File: config.mk
export PLATFORM = sky130hd
export DESIGN_NAME = adc_seq_ctrl
export DESIGN_NICKNAME = d
export VERILOG_FILES = /design/src/rtl/adc_seq_pkg.sv /design/src/rtl/adc_csr_regs.sv /design/src/rtl/adc_seq_fsm.sv /design/src/rtl/adc_seq_ctrl.sv
export SDC_FILE = /design/constraint.sdc
export NUM_CORES = 1
export LEC_CHECK = 0
export BUFFER_PORTS_ARGS = -buffer_cell sky130_fd_sc_hd__buf_4
export CORE_MARGIN = 2
export CORE_UTILIZATION = 43
export DETAILED_ROUTE_END_ITERATION = 8
export GPL_TIMING_DRIVEN = 0
export HOLD_SLACK_MARGIN = 0.12
export PLACE_DENSITY = 0.72
export REMOVE_ABC_BUFFERS = 1
export SETUP_SLACK_MARGIN = 0.15
export SLEW_MARGIN = 5
export SYNTH_ARGS = -nofsm -noshare
export SYNTH_HDL_FRONTEND = slang
export SYNTH_SLANG_ARGS = --single-unit
export TNS_END_PERCENT = 20
File: constraint.sdc
create_clock -name clk -period 1.3 [get_ports clk]
set_input_delay 0.065 -clock clk [delete_from_list [all_inputs] [get_ports clk]]
set_output_delay 0.065 -clock clk [all_outputs]
set_load 0.01 [all_outputs]
File: src/rtl/adc_seq_pkg.sv
package adc_seq_pkg;

    localparam int CSR_W  = 8;
    localparam int CHAN_W = 4;

    typedef struct packed {
        logic              eflag;
        logic              ien;
        logic              run;
        logic              rsvd;
        logic [CHAN_W-1:0] chsel;
    } csr_t;

    typedef enum logic {
        SQ_IDLE = 1'b0,
        SQ_BUSY = 1'b1
    } seq_st_e;

    // Register image as seen on the bus: reserved bit forced low.
    function automatic csr_t csr_view(input csr_t c);
        csr_t v;
        v      = c;
        v.rsvd = 1'b0;
        return v;
    endfunction

    // Channel for the next request: scan walks a pointer, single uses the field.
    function automatic logic [CHAN_W-1:0] pick_chan(input logic scan,
                                                    input logic [CHAN_W-1:0] ptr,
                                                    input logic [CHAN_W-1:0] sel);
        return scan ? ptr : sel;
    endfunction

    // Scan pointer after a conversion on chan with upper bound sel.
    function automatic logic [CHAN_W-1:0] next_ptr(input logic [CHAN_W-1:0] chan,
                                                   input logic [CHAN_W-1:0] sel);
        return (chan >= sel) ? '0 : chan + 1'b1;
    endfunction

endpackage

File: src/rtl/adc_csr_regs.sv
module adc_csr_regs
    import adc_seq_pkg::*;
(
    input  logic clk,
    input  logic rst,
    input  logic rd,
    input  logic wr,
    input  csr_t wdata,
    input  logic dma_rd,
    input  logic hw_set,
    input  logic hw_run_clr,
    output csr_t q,
    output logic irq
);

    logic armed;

    assign irq = q.eflag & q.ien;

    always_ff @(posedge clk) begin
        if (rst) begin
            q     <= '0;
            armed <= 1'b0;
        end else begin
            if (wr) begin
                q.ien   <= wdata.ien;
                q.run   <= wdata.run;
                q.chsel <= wdata.chsel;
                armed   <= 1'b0;
            end else begin
                if (rd && q.eflag) armed <= 1'b1;
                if (hw_run_clr)    q.run <= 1'b0;
            end
            // Hardware completion takes priority over any clear.
            if (hw_set)
                q.eflag <= 1'b1;
            else if ((wr && !wdata.eflag && armed) || (dma_rd && irq))
                q.eflag <= 1'b0;
            q.rsvd <= 1'b0;
        end
    end

endmodule

File: src/rtl/adc_seq_fsm.sv
module adc_seq_fsm
    import adc_seq_pkg::*;
(
    input  logic              clk,
    input  logic              rst,
    input  logic              run,
    input  logic              scan,
    input  logic [CHAN_W-1:0] chsel,
    input  logic              done,
    output logic              start,
    output logic [CHAN_W-1:0] chan,
    output logic              set_flag,
    output logic              run_clr
);

    seq_st_e           state;
    logic [CHAN_W-1:0] ptr;
    logic              fin;

    assign fin      = (state == SQ_BUSY) && run && done;
    assign set_flag = fin && (!scan || chan >= chsel);
    assign run_clr  = fin && !scan;

    always_ff @(posedge clk) begin
        if (rst) begin
            state <= SQ_IDLE;
            ptr   <= '0;
            chan  <= '0;
            start <= 1'b0;
        end else begin
            start <= 1'b0;
            case (state)
                SQ_IDLE: begin
                    if (run) begin
                        start <= 1'b1;
                        chan  <= pick_chan(scan, ptr, chsel);
                        state <= SQ_BUSY;
                    end else begin
                        ptr <= '0;
                    end
                end
                default: begin
                    if (!run) begin
                        state <= SQ_IDLE;
                        ptr   <= '0;
                    end else if (done) begin
                        state <= SQ_IDLE;
                        if (scan) ptr <= next_ptr(chan, chsel);
                    end
                end
            endcase
        end
    end

endmodule

File: src/rtl/adc_seq_ctrl.sv
module adc_seq_ctrl
    import adc_seq_pkg::*;
(
    input  logic              clk,
    input  logic              rst,
    input  logic              reg_rd,
    input  logic              reg_wr,
    input  logic [CSR_W-1:0]  reg_wdata,
    output logic [CSR_W-1:0]  reg_rdata,
    input  logic              scan_mode,
    input  logic              dma_rd,
    input  logic              conv_done,
    output logic              conv_start,
    output logic [CHAN_W-1:0] conv_chan,
    output logic              irq
);

    csr_t csr_q;
    csr_t csr_w;
    logic seq_set;
    logic seq_run_clr;

    assign csr_w     = csr_t'(reg_wdata);
    assign reg_rdata = csr_view(csr_q);

    adc_csr_regs u_regs (
        .clk        (clk),
        .rst        (rst),
        .rd         (reg_rd),
        .wr         (reg_wr),
        .wdata      (csr_w),
        .dma_rd     (dma_rd),
        .hw_set     (seq_set),
        .hw_run_clr (seq_run_clr),
        .q          (csr_q),
        .irq        (irq)
    );

    adc_seq_fsm u_seq (
        .clk      (clk),
        .rst      (rst),
        .run      (csr_q.run),
        .scan     (scan_mode),
        .chsel    (csr_q.chsel),
        .done     (conv_done),
        .start    (conv_start),
        .chan     (conv_chan),
        .set_flag (seq_set),
        .run_clr  (seq_run_clr)
    );

endmodule

After elaboration in Yosys (flattened, before gate mapping)
Index checks and enable logic that the tools add are counted.
- reduce and logical (&&, ||, !) cells: 18
- bitwise gates (word level): 2
- magnitude comparators: 1
- $add $sub $neg: 1
- muxes and demuxes: 15
- equality and inequality tests: 3
- operator list (cell ; number):
    4-bit 2-to-1 mux ; 7
    1-bit logical AND ; 8
    1-bit 2-to-1 mux ; 8
    4-bit by 1-bit adder with 4-bit output, second input constant ; 1
    4-bit greater-or-equal comparator ; 1
    2-bit inequality test, second input constant ; 2
    2-bit nonzero test ; 2
    2-bit OR reduction ; 2
    3-bit AND reduction ; 1
    1-bit zero test ; 2
    1-bit logical OR ; 2
    2-bit by 1-bit inequality test with 1-bit output, second input constant ; 1
    2-bit AND reduction ; 1
    1-bit bitwise AND ; 1
    1-bit inverter ; 1
- logic and storage cells: 49
- flip-flop bits (word level): 18
- input port bits: 15
- output and inout bits: 14

Longest topological paths before layout
- depth after elaboration: 6
- gate-level depth with buffers: 6
- depth with buffers taken out: 6

Cells and area by module
Synthesis repeated with hierarchy kept, for this count alone.
- cells, all modules: 91
- area, all modules: 868.3 um2
- by module, submodules not included (module ; sequential area each (um2) ; times used ; cells each ; area an instance (um2)):
    adc_seq_fsm ; 200.2 ; 1 ; 57 ; 536.8
    adc_csr_regs ; 160.2 ; 1 ; 32 ; 320.3
    adc_seq_ctrl ; 0.0 ; 1 ; 2 ; 11.3

Worst setup path before layout
OpenSTA, ideal clock, no wires.
- kind: reg-to-reg
- start: reg u_seq.chan[0]
- end: reg u_regs.q[7] in the netlist's numbering
- slack: -171 ps
- clock period less this slack: 1471 ps
- data arrival time: 1349 ps
- setup time: 121 ps
- stages on the path, launching flop included: 7
- buffers on the path: 0
- cell sequence: dfxtp_1 -> inv_1 -> ha_1 -> nor3b_1 -> o211a_4 -> nand2b_4 -> a21oi_2
- cells in the longest elaborated chain, start to end: 4
- ends and longest elaborated chain (item ; line ; RTL):
    from (decl) ; adc_seq_fsm.sv:11 ; output logic [CHAN_W-1:0] chan,
    from (signal assigned) ; adc_seq_fsm.sv:36 ; chan <= pick_chan(scan, ptr, chsel);
    4-bit greater-or-equal comparator (*) ; adc_seq_fsm.sv:21 ; assign set_flag = fin && (!scan || chan >= chsel);
    1-bit logical OR (*) ; adc_seq_fsm.sv:21 ;
    1-bit logical AND (*) ; adc_seq_fsm.sv:21 ;
    1-bit 2-to-1 mux / 2-bit nonzero test (equally long branches) ; -- ;
    to (decl) ; adc_csr_regs.sv:12 ; output csr_t q,
Every way passes the cells marked *; elsewhere a longest branch is shown, timed or not.
A chain may end at the register's enable or synchronous reset.

Worst setup path after layout
- start: reg, netlist name u_regs.q[3]
- end: reg u_seq.ptr[2]
- cells in the longest elaborated chain, start to end: 6
- ends and longest elaborated chain (item ; line ; RTL):
    4-bit greater-or-equal comparator ; adc_seq_pkg.sv:37 ; return (chan >= sel) ? '0 : chan + 1'b1;
    4-bit 2-to-1 mux ; adc_seq_pkg.sv:37 ;
    4-bit 2-to-1 mux ; adc_seq_fsm.sv:48 ; if (scan) ptr <= next_ptr(chan, chsel);
    4-bit 2-to-1 mux ; adc_seq_fsm.sv:46 ; end else if (done) begin
    4-bit 2-to-1 mux ; adc_seq_fsm.sv:43 ; if (!run) begin
    4-bit 2-to-1 mux ; adc_seq_fsm.sv:32 ; case (state)
    to (signal assigned) ; adc_seq_fsm.sv:48 ;
    to (decl) ; adc_seq_fsm.sv:17 ; logic [CHAN_W-1:0] ptr;
No other way between the ends. The select of a mux whose other input is x is not followed.

==> impl_metrics.yaml <==
run_status:
  outcome: "finished with violations"
  failed_checks: "setup timing"
placement:
  place_ws_ns: -0.220
  gp_congestion: 0.809
  place_inst: 137
  place_hpwl_um: 1310
  port_buffers: 26
  place_area_um2: 1070
synthesis:
  yosysUniqueCellTypes: 28
  synth-seq-cells: 18
  ys_seq_area_frac: 0.410
  yosysWarnings: 0
  syn_avg_cell_area_um2: 9.77
  syn_inst: 90
  synthesis.area_um2: 880
finish:
  diodes: 0
  final_common_cell: "buf_4"
  final_nets: 152
  fill_cells: 142
  syn_to_final_growth_pct: 53.2
  fin_area_um2: 1350
  fin_cells: 158
  final_cell_mix: "31 x buf_4, 14 x nor2_1, 12 x dlygate4sd3_1"
  drive_gt1_frac: 0.473
timing:
  finalCritPeriodShare: 1.05
  finalSetupViolCount: 5
  fin_setup_tns_ns: -0.240
  worst_slew_pin_slew_ns: 0.524
  setup_ws_ns: -0.0643
  min_period_ns: 1.36
  max_slew_margin: 0.649
  max_freq_mhz: 733
  rsz0062_at_grt: "yes"
  fin_worst_skew_ns: 0.00160
  slew_viol_final: 0
  final-hold-violation-count: 0
grt:
  grt_overflow: 0
  grt_start_max_net_pins: 19
  grt_usage: 0.183
  grt_pass1_vias: 788
  grt_pass1_wl_um: 3430
  grt_antenna_before_repair: 0
cts:
  root_buffer: "clkbuf_4"
  clkTransAtPathRegs_ns: 0.10
  cts_buffers: 3
  max-clock-path-buffers: 2
  clock_latency_ns: 0.29
  cts.sink_count: 18
  htreeDepth: 1
  cts_tree: "yes"
worst_setup_path:
  r2r-start: "u_regs.q[3]"
  cp-end-kind: "flip-flop"
  rrSetupSlack_ns: -0.06
  worstSetupPathType: "reg2reg"
  arrival_ns: 1.55
  critPathMaxFanout: 5
  ff2ff_path_depth: 6
  worstReg2RegEnd: "u_seq.ptr[2]"
  required_ns: 1.49
  startpoint_type: "flip-flop"
floorplanning:
  num_rows: 16
  die_w_um: 49.2
  dieArea_um2: 2420
  core_um2: 1940
  initial_core_util: 0.453
  ioPinCount: 29
  fp.dieH_um: 49.2
power:
  pwr-share-seq: 0.497
  pwr-share-clk: 0.284
  switching_power_w: 0.000309
  peakVddDrop_mv: 0.714
  intPower_w: 0.000895
  switching_share: 0.257
  p_per_area_nw_per_um2: 894
  pwr-share-comb: 0.219
  cellLeakagePower_nw: 0.589
  power_w: 0.00120
route:
  ant_nets: 0
  wire_per_inst_um: 12.8
  num_vias: 805
  initialDrtViolationCount: 5
  drtPass1Iterations: 4
  drc: 0
  via_per_inst: 5.09
  totalWireLength_um: 2020
hold_path:
  hold_start: "scan_mode"
  min_path_cells: 3
  min_to: "u_seq.chan[0]"
  min_path_type: "in2reg"
run:
  cap_violations: 0
per-layer routing:
| metal | global-route usage | vias up | wire (um) |
|---|---|---|---|
| met5 | 0 | - | 0 |
| met4 | 0.0571 | 0 | 18 |
| met3 | 0.0399 | 3 | 79 |
| met2 | 0.329 | 29 | 1080 |
| met1 | 0.215 | 376 | 838 |
| li1 | - | 397 | - |
worst max path at each step:
| stage | start | end | slack [ns] | cells after the start |
|---|---|---|---|---|
| floorplan | u_seq.chan[0] | u_regs.q[7] | -0.17 | 6 |
| global placement | u_seq.chan[0] | u_regs.q[7] | -0.21 | 6 |
| detailed placement | u_seq.chan[0] | u_regs.q[7] | -0.22 | 6 |
| CTS | u_regs.q[3] | u_seq.ptr[1] | -0.09 | 6 |
| global route | u_regs.q[3] | u_seq.ptr[3] | -0.13 | 6 |
| finish | u_regs.q[3] | u_seq.ptr[2] | -0.06 | 6 |
cell type report:
cell class	count	area [um2]	share of cell area
clock buffers	4	36.3	0.0269
inverters	6	22.5	0.0167
multi-input cells	60	526	0.390
flip-flops and latches	18	377	0.279
well taps	27	33.8	0.0251
repair buffers	43	353	0.262
cells in the mapped netlist:
library cell  count  area, um2
a211oi_1          5       37.5
a21oi_1           2       10.0
a21oi_2           1       8.76
a311oi_1          1       8.76
a31oi_1           1       6.26
a32oi_1           4       35.0
and2_1            1       6.26
and3_4            1       11.3
buf_2             3       15.0
buf_4             2       15.0
buf_6             1       11.3
conb_1            1       3.75
dfxtp_1          18        360
ha_1              5       62.6
inv_1             6       22.5
mux2i_1           9       90.1
nand2_1           3       11.3
nand2b_4          1       13.8
nand3_1           1       5.00
nor2_1           14       52.6
nor2_4            1       11.3
nor2b_4           1       13.8
nor3_1            2       10.0
nor3b_1           1       7.51
o211a_4           1       17.5
o211ai_1          2       15.0
xnor2_1           1       8.76
xor2_1            1       8.76
power by group through the flow:
| stage | sequential, W | combinational, W | clock, W |
|---|---|---|---|
| floorplan | 0.000614 | 0.0000905 | 0 |
| global placement | 0.000608 | 0.000189 | 0 |
| detailed placement | 0.000609 | 0.000193 | 0 |
| CTS | 0.000597 | 0.000252 | 0.000344 |
| global route | 0.000602 | 0.000293 | 0.000384 |
| finish | 0.000598 | 0.000264 | 0.000342 |
critical path, cell delays in order, from the launching register on:
cell and delay [ns]:
dfxtp_2 0.35, inv_2 0.04, ha_4 0.26, o211ai_1 0.10
o211a_4 0.27, a32oi_2 0.17, nor2_1 0.06
kinds of logic after synthesis:
family | after synthesis | share of synthesized area
mux | 9 | 0.102
flops | 18 | 0.410
compound gates | 17 | 0.158
other cells | 1 | 0.00426
fa+ha+maj | 5 | 0.0711
xor+xnor | 2 | 0.0199
simple gates | 26 | 0.162
buf+inv | 12 | 0.0725
repair_timing:
item / in CTS / in global routing
endpoints found under the setup margin: 5 / 8
resized for setup: 16 / 7
hold buffers: 12 / 0
setup buffers: 4 / 1
pin swaps: 9 / 4
endpoints found under the hold margin: 18 / 0
stage by stage:
step / hold WS [ns] / utilization
after floorplan: 0.127 / -
after global placement: 0.282 / 0.550
after detailed placement: 0.290 / 0.550
after CTS: 0.186 / 0.675
after global routing: 0.194 / 0.694
final: 0.192 / 0.694
flip-flops by register name, indices dropped and copies added (netlist names):
register      cells
u_regs.q          7
u_regs.armed      1
u_seq.chan        4
u_seq.ptr         4
u_seq.state       1
u_seq.start       1
Note: power is estimated with default switching activity, not from simulation.
